[config.mk]
export PLATFORM = sky130hd
export DESIGN_NAME = rrmx_arb
export DESIGN_NICKNAME = d
export VERILOG_FILES = /design/src/rtl/rrmx_pkg.sv /design/src/rtl/rrmx_node.sv /design/src/rtl/rrmx_tree.sv /design/src/rtl/rrmx_prio.sv /design/src/rtl/rrmx_arb.sv
export SDC_FILE = /design/constraint.sdc
export NUM_CORES = 1
export LEC_CHECK = 0
export ABC_AREA = 1
export ABC_CLOCK_PERIOD_IN_PS = 10200
export BUFFER_PORTS_ARGS = -buffer_cell sky130_fd_sc_hd__buf_2
export CORE_ASPECT_RATIO = 1.5
export CORE_MARGIN = 2
export CORE_UTILIZATION = 47
export CTS_CLUSTER_DIAMETER = 50
export DETAILED_ROUTE_END_ITERATION = 10
export HOLD_SLACK_MARGIN = 0.03
export PLACE_DENSITY = 0.89
export SLEW_MARGIN = 10
export SYNTH_ARGS = -nofsm -noshare
export SYNTH_HDL_FRONTEND = slang
export SYNTH_SLANG_ARGS = --single-unit
[constraint.sdc]
create_clock -name clk -period 10.2 [get_ports clk]
set_input_delay 2.04 -clock clk [delete_from_list [all_inputs] [get_ports clk]]
set_output_delay 2.04 -clock clk [all_outputs]
set_load 0.005 [all_outputs]
[src/rtl/rrmx_pkg.sv]
`timescale 1ns/1ps
// Shared types for the max-tree arbiter.
// Assumes: symbols are compared as 2-bit unsigned numbers.
package rrmx_pkg;
    // Arbitration symbol: [1] request, [0] priority
    typedef logic [1:0] sym_t;

    // Builds a symbol from a request bit and a priority bit
    function automatic sym_t make_sym(input logic req, input logic pri);
        return {req, pri};
    endfunction
endpackage

[src/rtl/rrmx_node.sv]
`timescale 1ns/1ps
// One maximum-selection node of the arbitration tree.
// Forwards the larger symbol and its data word. On equal symbols the right
// child (lower input indices) wins. The flag is 1 only when the left child won.
// Assumes: the left child covers the higher input indices.
module rrmx_node
    import rrmx_pkg::*;
#(
    parameter int DATA_W = 16
) (
    input  sym_t              l_sym,
    input  sym_t              r_sym,
    input  logic [DATA_W-1:0] l_data,
    input  logic [DATA_W-1:0] r_data,
    output sym_t              o_sym,
    output logic [DATA_W-1:0] o_data,
    output logic              o_flag
);
    // Compare, steer symbol and data with the same flag
    always_comb begin
        o_flag = (l_sym > r_sym);
        o_sym  = o_flag ? l_sym  : r_sym;
        o_data = o_flag ? l_data : r_data;
    end
endmodule

[src/rtl/rrmx_tree.sv]
`timescale 1ns/1ps
// Heap-ordered tree of rrmx_node. Node n has children 2n+1 (left) and 2n (right).
// Leaves P..2P-1 hold inputs 0..P-1, and padding leaves carry a zero symbol.
// The winner index is read by following the direction flags from the root.
// Assumes: P is a power of two equal to 2**LEVELS, with LEVELS >= 1.
module rrmx_tree
    import rrmx_pkg::*;
#(
    parameter int N      = 8,
    parameter int DATA_W = 16,
    parameter int LEVELS = 3,
    parameter int P      = 8
) (
    input  logic [2*N-1:0]      sym_i,
    input  logic [N*DATA_W-1:0] data_i,
    output sym_t                root_sym_o,
    output logic [DATA_W-1:0]   root_data_o,
    output logic [LEVELS-1:0]   win_idx_o
);
    sym_t              h_sym  [1:2*P-1];
    logic [DATA_W-1:0] h_data [1:2*P-1];
    logic [P-2:0]      flags;

    // Leaf loading with zero padding above N
    for (genvar j = 0; j < P; j++) begin : g_leaf
        if (j < N) begin : g_real
            assign h_sym[P+j]  = sym_i[2*j +: 2];
            assign h_data[P+j] = data_i[j*DATA_W +: DATA_W];
        end else begin : g_pad
            assign h_sym[P+j]  = '0;
            assign h_data[P+j] = '0;
        end
    end

    // Node levels: lv is the index bit that the level decides
    for (genvar lv = 0; lv < LEVELS; lv++) begin : g_lvl
        for (genvar k = 0; k < (P >> (lv + 1)); k++) begin : g_nd
            localparam int NID = (P >> (lv + 1)) + k;
            rrmx_node #(.DATA_W(DATA_W)) i_node (
                .l_sym  (h_sym[2*NID+1]),
                .r_sym  (h_sym[2*NID]),
                .l_data (h_data[2*NID+1]),
                .r_data (h_data[2*NID]),
                .o_sym  (h_sym[NID]),
                .o_data (h_data[NID]),
                .o_flag (flags[NID-1])
            );
        end
    end

    assign root_sym_o  = h_sym[1];
    assign root_data_o = h_data[1];

    // Walk the flag path from root to leaf to form the binary index
    always_comb begin
        int n;
        n = 1;
        win_idx_o = '0;
        for (int d = 0; d < LEVELS; d++) begin
            win_idx_o[LEVELS-1-d] = flags[n-1];
            n = 2*n + int'(flags[n-1]);
        end
    end
endmodule

[src/rtl/rrmx_prio.sv]
`timescale 1ns/1ps
// Priority and lock state. The mask bit for input i is set when i lies above
// the last unlocked grant. It is loaded only on grants made while unlocked.
// Assumes: gnt_idx_i is meaningful only while gnt_vld_i is high.
module rrmx_prio #(
    parameter int N  = 8,
    parameter int IW = 3
) (
    input  logic          clk,
    input  logic          rst_n,
    input  logic          gnt_vld_i,
    input  logic [IW-1:0] gnt_idx_i,
    input  logic          lock_i,
    output logic [N-1:0]  mask_o,
    output logic          locked_o,
    output logic [IW-1:0] held_idx_o
);
    logic [N-1:0] mask_nxt;

    // Thermometer mask of inputs above the current grant
    always_comb begin
        for (int i = 0; i < N; i++) mask_nxt[i] = (i > int'(gnt_idx_i));
    end

    // State update: lock tracking and priority reload on free grants
    always_ff @(posedge clk) begin
        if (!rst_n) begin
            mask_o     <= '1;
            locked_o   <= 1'b0;
            held_idx_o <= '0;
        end else begin
            locked_o <= lock_i && (locked_o || gnt_vld_i);
            if (gnt_vld_i && !locked_o) begin
                mask_o     <= mask_nxt;
                held_idx_o <= gnt_idx_i;
            end
        end
    end
endmodule

[src/rtl/rrmx_arb.sv]
`timescale 1ns/1ps
// Round-robin arbiter merged with its data multiplexer. Symbols {req, prio}
// feed a rightmost-maximum tree, and the tree's flags switch data and form the
// index. While locked, only the held input presents a request.
// Assumes: N_IN >= 2; all outputs are combinational from inputs and state.
module rrmx_arb
    import rrmx_pkg::*;
#(
    parameter int N_IN   = 8,
    parameter int DATA_W = 16
) (
    input  logic                     clk,
    input  logic                     rst_n,
    input  logic [N_IN-1:0]          req_i,
    input  logic                     lock_i,
    input  logic [N_IN*DATA_W-1:0]   data_i,
    output logic                     gnt_vld_o,
    output logic [N_IN-1:0]          gnt_oh_o,
    output logic [$clog2(N_IN)-1:0]  gnt_idx_o,
    output logic [DATA_W-1:0]        data_o
);
    localparam int IDX_W = $clog2(N_IN);
    localparam int P     = 1 << IDX_W;

    logic [N_IN-1:0]   mask;
    logic              locked;
    logic [IDX_W-1:0]  held_idx;
    logic [N_IN-1:0]   eff_req;
    logic [2*N_IN-1:0] syms;
    sym_t              root_sym;
    logic [DATA_W-1:0] root_data;
    logic [IDX_W-1:0]  tree_idx;

    // Request source: the held input alone while locked
    always_comb begin
        eff_req = locked ? (N_IN'(1) << held_idx) : req_i;
        for (int i = 0; i < N_IN; i++) syms[2*i +: 2] = make_sym(eff_req[i], mask[i]);
    end

    rrmx_tree #(.N(N_IN), .DATA_W(DATA_W), .LEVELS(IDX_W), .P(P)) i_tree (
        .sym_i       (syms),
        .data_i      (data_i),
        .root_sym_o  (root_sym),
        .root_data_o (root_data),
        .win_idx_o   (tree_idx)
    );

    rrmx_prio #(.N(N_IN), .IW(IDX_W)) i_prio (
        .clk        (clk),
        .rst_n      (rst_n),
        .gnt_vld_i  (gnt_vld_o),
        .gnt_idx_i  (gnt_idx_o),
        .lock_i     (lock_i),
        .mask_o     (mask),
        .locked_o   (locked),
        .held_idx_o (held_idx)
    );

    // Output forming: all outputs are zero when no grant is issued
    always_comb begin
        gnt_vld_o = root_sym[1];
        gnt_idx_o = gnt_vld_o ? tree_idx  : '0;
        data_o    = gnt_vld_o ? root_data : '0;
        for (int i = 0; i < N_IN; i++) gnt_oh_o[i] = gnt_vld_o && (tree_idx == IDX_W'(i));
    end

    AST_GNT_REQUESTED: assert property (@(posedge clk) disable iff (!rst_n)
        (gnt_vld_o && !locked) |-> req_i[gnt_idx_o]);
    AST_IDLE_NO_GNT: assert property (@(posedge clk) disable iff (!rst_n)
        (!locked && req_i == '0) |-> (!gnt_vld_o && gnt_oh_o == '0));
    AST_HIGH_CLASS_WINS: assert property (@(posedge clk) disable iff (!rst_n)
        (!locked && (|(req_i & mask))) |-> (root_sym == 2'b11));
    AST_ONEHOT_GNT: assert property (@(posedge clk) disable iff (!rst_n)
        $onehot0(gnt_oh_o) && (gnt_oh_o[gnt_idx_o] == gnt_vld_o));
    AST_DATA_OF_WINNER: assert property (@(posedge clk) disable iff (!rst_n)
        gnt_vld_o |-> (data_o == data_i[gnt_idx_o*DATA_W +: DATA_W]));
    AST_IDLE_PRIO_HOLD: assert property (@(posedge clk) disable iff (!rst_n)
        !gnt_vld_o |=> $stable(mask));
    AST_LOCK_KEEPS_GNT: assert property (@(posedge clk) disable iff (!rst_n)
        locked |-> (gnt_vld_o && gnt_idx_o == $past(gnt_idx_o)));
    AST_LOCK_PRIO_HOLD: assert property (@(posedge clk) disable iff (!rst_n)
        locked |=> $stable(mask));
endmodule

==> results of run 1 <==
## worst reg2reg max path, cell delays in order (launching register included)
cell      delay (ps)
dfxtp_1          370
clkinv_1         260
nand2_1          130
a21boi_0         270
ha_1             310
o21ai_2          680
o21ai_0          250
ha_1             340
nand2_1           90
inv_1             50
a21oi_2          540
o21ai_0          210
ha_1             310
inv_1             40
nor2_2           140
inv_1             70
nand2_2          220
nand2_1          140
inv_2            270
nand2_1          130
nand2_1           90
inv_2             50
nand2_4           80
nand2_4           60
nand2_1           90
nand2_1           50
## layout make-up
type	count	area (sq um)	share of cell area [%]
clock buffer	4	55.1	1.62
inverter	74	280	8.26
multi-input combinational	349	1900	55.8
sequential	12	240	7.08
tap	68	85.1	2.51
timing repair buffer	167	838	24.7
## layout by cell type (no fill, tap or decap), drive strengths merged, types with 4 or more instances in the layout
cell,n
nand2,145
ha,21
buf,167
nor3,5
o211ai,17
inv,73
clkbuf,4
nor2,48
o21bai,5
nand3,64
o21ai,13
a22oi,5
o31ai,4
a21oi,17
dfxtp,12
## report_power, final
| part | internal (uW) | switching [uW] |
|---|---|---|
| sequential | 62.5 | 11.3 |
| clock | 34.2 | 18.9 |
| combinational | 406 | 703 |
## registers in the layout, summed over array words and instances (netlist names)
name	flops
i_prio.held_idx_o	3
i_prio.locked_o	1
i_prio.mask_o	8
## through the flow
step / hold WS (ps) / instances
detailed placement: 451 / 670
finish: 471 / 674
global route: 502 / 674
CTS: 465 / 674
global placement: 449 / 670
floorplan: 431 / 451
## logic make-up after synthesis
logic type / after synthesis
and+or+nand+nor: 262
adders and majority gates: 21
buffers and inverters: 90
DFF: 12
AOI/OAI and AO/OA: 66
## worst paths after layout
check                      to  slack, ps  cells after the start
max               gnt_oh_o[2]       1390                     26
min          i_prio.mask_o[5]        470                      2
max reg2reg  i_prio.mask_o[1]       4830                     25
min reg2reg  i_prio.mask_o[5]        470                      2
## routing by layer
layer | vias to the layer above | global-route usage [%]
met5 | - | 0
met4 | 0 | 14.1
met3 | 36 | 3.37
met2 | 195 | 60.9
met1 | 1560 | 32.0
li1 | 1755 | -
==> run_results.csv, run 1 <==
group,metric,value,unit
hold_path,hold_path.class,"reg2reg",
placement,dp_hpwl,7.72,mm
setup_path,end_kind,"output pin",
yosys,synth.most_common_cell,"nand2_1",
setup_path,crit_path_start_kind,"primary input",
grt,grt_pass1_vias,3491,
sta,fin_crit_sh,86.4,%
die,die_w,63.7,microns
clock_tree,clkSinkCount,12,
yosys,synth_flop_cell,"dfxtp_1",
yosys,ys_warn_count,0,
detailed_routing,dr_wl_met2,4.98,mm
sta,hold_violations,0,
clock_tree,clk_pin_slew,50,ps
yosys,ys_ff_latch,12,
yosys,synthTopCellsByCount,"135 x nand2_1, 65 x inv_1, 62 x nand3_1, 43 x nor2_1, 21 x ha_1",
power_and_ir_drop,p_leak,0.00209,uW
sta,fmax,114,MHz
grt,grt_use_total,31.0,%
yosys,seq_area_frac_synth,9.56,%
setup_path,crit_family,"compound AO/OA/AOI/OAI gates",
placement,dpl_worst_slack,1430,ps
final_layout,nNetsFinal,767,
yosys,synth_edf_count,0,
sta,period_needed,8810,ps
sta,tightest_slew,834,ps
detailed_routing,num_vias,3546,
final_layout,finish.instance_area,3390,sq um
yosys,synth_fa_ha_area_share,10.5,%
yosys,synth_xor_area_share,0,%
grt,grt_remaining_overflow,0,
yosys,syn-cell-area,2510,sq um
final_layout,syn_to_final_growth,35.1,%
yosys,async_flop_share,0,%
yosys,ys_top_cells_by_area,"nand2_1 20%, nand3_1 12%, ha_1 10%",
setup_path,crit_top_cell,"nand2_1",
job,cap_viol_max_count,0,
hold_path,worstHoldStart,"i_prio.mask_o[5]",
die,dieArea,5960,sq um
clock_tree,cts_hold_buf,0,
run_status,status,"complete, no violations",
grt,antenna_found_initial,0,
power_and_ir_drop,total_power,1240,uW
yosys,synth-compound-area-share,19.2,%
detailed_routing,drt_iter0_drc,253,
setup_path,rr_startpoint,"i_prio.locked_o",
detailed_routing,top_layer,"met4",
detailed_routing,route.met3.wl,706,microns
power_and_ir_drop,cellPowerDensity,364,nW/um^2
clock_tree,ctsRootBufferMaster,"clkbuf_8",
sta,grt_setup_unrepaired,"no",
clock_tree,h-tree-depth,1,
sta,setup_ws,1390,ps
placement,dpl_cell_area,3340,sq um
yosys,synth.area.mux_share,0,%
clock_tree,cts_buffers,3,
power_and_ir_drop,vdd.ir_drop.worst,0.319,mV
yosys,synth_fp_nets,611,
yosys,yosysTopAreaCell,"nand2_1",
detailed_routing,drcViolationCount,0,
sta,report.final.slew_viol_count,0,
detailed_routing,ant_nets,0,
clock_tree,clk_latency,250,ps
sta,fin_setup_tns,0,ps
yosys,synth_top_area_share,20.2,%
clock_tree,cts_tree,"done",
yosys,synth_top_family_by_area,"simple AND/OR/NAND/NOR gates",
setup_path,critical_path_required,8160,ps
yosys,synth_cell_type_count,36,
grt,grt_pass1_wl,14.9,mm
setup_path,startpoint,"req_i[5]",
setup_path,cp_max_fo,20,
die,io_pins,167,
yosys,syn_inst,451,
sta,skew,3.35,ps
setup_path,critPathKind,"in2out",
sta,finalSetupViolations,0,
placement,gp_congestion,0.935,
die,fp.dieH,93.5,microns
die,core_area,5160,sq um
setup_path,critPathArrivalTime,6770,ps
detailed_routing,via_per_inst,5.26,
final_layout,n_antenna_cell,0,
clock_tree,clock_path_buffers,2,
placement,port_buffers,166,
final_layout,drive_gt1_share,34.7,%
clock_tree,post-cts-setup-buffers,0,
grt,grt_max_degree,36,
detailed_routing,wl_per_cell,14.2,microns
yosys,synthSimpleGateAreaFrac,45.6,%
detailed_routing,totalWireLength,9.55,mm
detailed_routing,drt_first_pass_iters,7,
setup_path,slowest_delay,680,ps
final_layout,post-route-util,65.7,%
setup_path,worst-path-buf-inv,8,
die,start_util,48.6,%
setup_path,critical-path-slowest-cell,"o21ai_2",
detailed_routing,drt-met1-wl,3.51,mm
sta,relSlewSlack,44.4,%
yosys,syn_area_per_cell,5.57,sq um
die,placementRows,32,
final_layout,fill_cells,498,
clock_tree,cts_resized,0,
(Power assumes the default switching activity.)
==> run 2, diff against run 1 <==
--- a/config.mk
+++ b/config.mk
@@ -10,11 +10,10 @@
 export BUFFER_PORTS_ARGS = -buffer_cell sky130_fd_sc_hd__buf_2
 export CORE_ASPECT_RATIO = 1.5
 export CORE_MARGIN = 2
-export CORE_UTILIZATION = 47
+export CORE_UTILIZATION = 30
 export CTS_CLUSTER_DIAMETER = 50
 export DETAILED_ROUTE_END_ITERATION = 10
 export HOLD_SLACK_MARGIN = 0.03
-export PLACE_DENSITY = 0.89
 export SLEW_MARGIN = 10
 export SYNTH_ARGS = -nofsm -noshare
 export SYNTH_HDL_FRONTEND = slang
==> run 2 against run 1 <==
  * Count of clock-buffer cells in the layout stayed put
  * Clock skew is 1.3 ps lower
  * Sequential share of layout area is 0.18 points lower
  * Clock power is 50% higher
  * Critical path depth stayed put
  * Combinational power hardly changed
  * Critical endpoint is now gnt_oh_o[0]
  * Via count is 1.7% lower
  * Final cell count is 5.5% higher
  * First-iteration DRC count is 30% lower
  * Hold slack worse by 4.8 ps
  * Highest routed layer unchanged
==> run_results.csv, run 2 (synthesis results as in run 1) <==
group,metric,value,unit
run_status,status,"complete, no violations",
final_layout,largest_register_ffs,8,
sta,relSlewSlack,43.3,%
power_and_ir_drop,power_frac_comb,87.9,%
grt,antenna_found_initial,0,
power_and_ir_drop,p_clk_share,6.3,%
detailed_routing,wl_per_cell,14.0,microns
die,placementRows,40,
final_layout,multi_input_area,1900,sq um
clock_tree,clk_latency,240,ps
final_layout,drive_gt1_share,34.7,%
power_and_ir_drop,seqPwrFrac,5.8,%
setup_path,slowest_delay,690,ps
detailed_routing,totalWireLength,9.95,mm
setup_path,critPathKind,"in2out",
clock_tree,cts_resized,0,
grt,grt_pass1_wl,15.3,mm
sta,hold_violations,0,
setup_path,critical-path-slowest-cell,"o21ai_2",
final_layout,nNetsFinal,767,
power_and_ir_drop,p_leak,0.00211,uW
grt,grt_remaining_overflow,0,
sta,report.final.slew_viol_count,0,
setup_path,worst-path-buf-inv,8,
sta,fmax,114,MHz
power_and_ir_drop,intPower,529,uW
final_layout,fill_cells,917,
placement,gp_congestion,0.908,
sta,grt_setup_unrepaired,"no",
placement,port_buffers,166,
setup_path,end_kind,"output pin",
detailed_routing,drt_iter0_drc,176,
final_layout,layout_commonest_cell,"buf_2",
final_layout,regMostFlops,"i_prio.mask_o",
detailed_routing,ant_nets,0,
setup_path,crit_family,"compound AO/OA/AOI/OAI gates",
final_layout,syn_to_final_growth,38.6,%
clock_tree,clkSinkCount,12,
sta,tightest_slew,850,ps
hold_path,hold_path.class,"reg2reg",
detailed_routing,via_per_inst,4.90,
setup_path,cp_max_fo,20,
final_layout,most-common-layout-cells,"166 x buf_2, 135 x nand2_1, 65 x inv_1",
clock_tree,post-cts-setup-buffers,0,
power_and_ir_drop,switchingPower,740,uW
setup_path,critPathArrivalTime,6730,ps
final_layout,reg_top3,"i_prio.mask_o x8, i_prio.held_idx_o x3, i_prio.locked_o x1",
power_and_ir_drop,netSwitchingFraction,58.3,%
final_layout,n_antenna_cell,0,
power_and_ir_drop,vdd.ir_drop.worst,0.204,mV
detailed_routing,drcViolationCount,0,
sta,finalSetupViolations,0,
final_layout,post-route-util,43.2,%
setup_path,crit_path_start_kind,"primary input",
grt,grt_use_total,21.2,%
job,cap_viol_max_count,0,
die,fp.dieH,116,microns
sta,fin_crit_sh,86.0,%
die,dieArea,9140,sq um
final_layout,seqCellArea,240,sq um
setup_path,crit_top_cell,"nand2_1",
die,die_w,78.7,microns
grt,grt_pass1_vias,3300,
sta,period_needed,8770,ps
detailed_routing,num_vias,3486,
power_and_ir_drop,cellPowerDensity,365,nW/um^2
die,core_area,8060,sq um
clock_tree,clock_path_buffers,2,
clock_tree,cts_hold_buf,0,
clock_tree,h-tree-depth,1,
die,io_pins,167,
clock_tree,ctsRootBufferMaster,"clkbuf_16",
detailed_routing,drt_first_pass_iters,5,
clock_tree,cts_tree,"done",
sta,skew,2.09,ps
clock_tree,clk_pin_slew,40,ps
clock_tree,cts_buffers,3,
placement,dp_hpwl,8.25,mm
grt,grt_max_degree,36,
die,start_util,31.2,%
setup_path,critical_path_required,8160,ps
sta,fin_setup_tns,0,ps
-- run 2: final cells by class --
| type | instances | area share, % |
|---|---|---|
| Inverter | 74 | 8.05 |
| Clock buffer | 4 | 2.55 |
| Tap cell | 105 | 3.77 |
| Sequential cell | 12 | 6.90 |
| Multi-Input combinational cell | 349 | 54.7 |
| Timing Repair Buffer | 167 | 24.1 |
-- run 2: per-stage QoR --
stage	power (uW)	instance area [sq um]	worst slack, ps	hold WS (ps)	cells
global placement	1180	3390	1590	453	707
detailed placement	1190	3390	1380	457	707
global route	1410	3480	881	488	711
finish	1270	3480	1430	466	711
floorplan	857	2510	2880	431	451
CTS	1280	3480	1390	468	711
-- run 2: power groups by stage --
stage	clock network [uW]	logic (uW)	registers (uW)
4_1_cts	81.4	1130	73.1
3_3_place_gp	0	1100	73.4
5_1_grt	83.2	1250	74.7
2_1_floorplan	0	786	70.8
3_5_place_dp	0	1120	73.7
6_report	79.8	1120	73.4
-- run 2: path summary, 6_finish.rpt --
path                         start          endpoint  slack [ps]  depth (start not counted)
setup reg to reg   i_prio.locked_o  i_prio.mask_o[1]        4950                         25
hold reg to reg   i_prio.mask_o[0]  i_prio.mask_o[0]         470                          2
setup / recovery          req_i[5]       gnt_oh_o[0]        1430                         26
hold / removal    i_prio.mask_o[0]  i_prio.mask_o[0]         470                          2
-- run 2: metal layers --
metal  up-vias  global-route usage (%)  routed length (microns)
li1       1760                       -                        -
met1      1567                    22.9                     3680
met2       141                    42.6                     5440
met3        18                    1.95                      594
met4         0                    6.90                      241
met5         -                       0                        0
-- run 2: worst register-to-register path, cell delays in order, from the launching register on --
cell and delay [ps]:
dfxtp_1 350, clkinv_1 230, nand2_1 110, a21boi_0 290, ha_1 320, o21ai_2 690
o21ai_0 240, ha_1 340, nand2_1 80, inv_1 50, a21oi_2 500, o21ai_0 200
ha_1 310, inv_1 40, nor2_2 140, inv_1 70, nand2_2 240, nand2_1 130
inv_2 280, nand2_1 120, nand2_1 90, inv_2 50, nand2_4 80, nand2_4 60
nand2_1 90, nand2_1 40
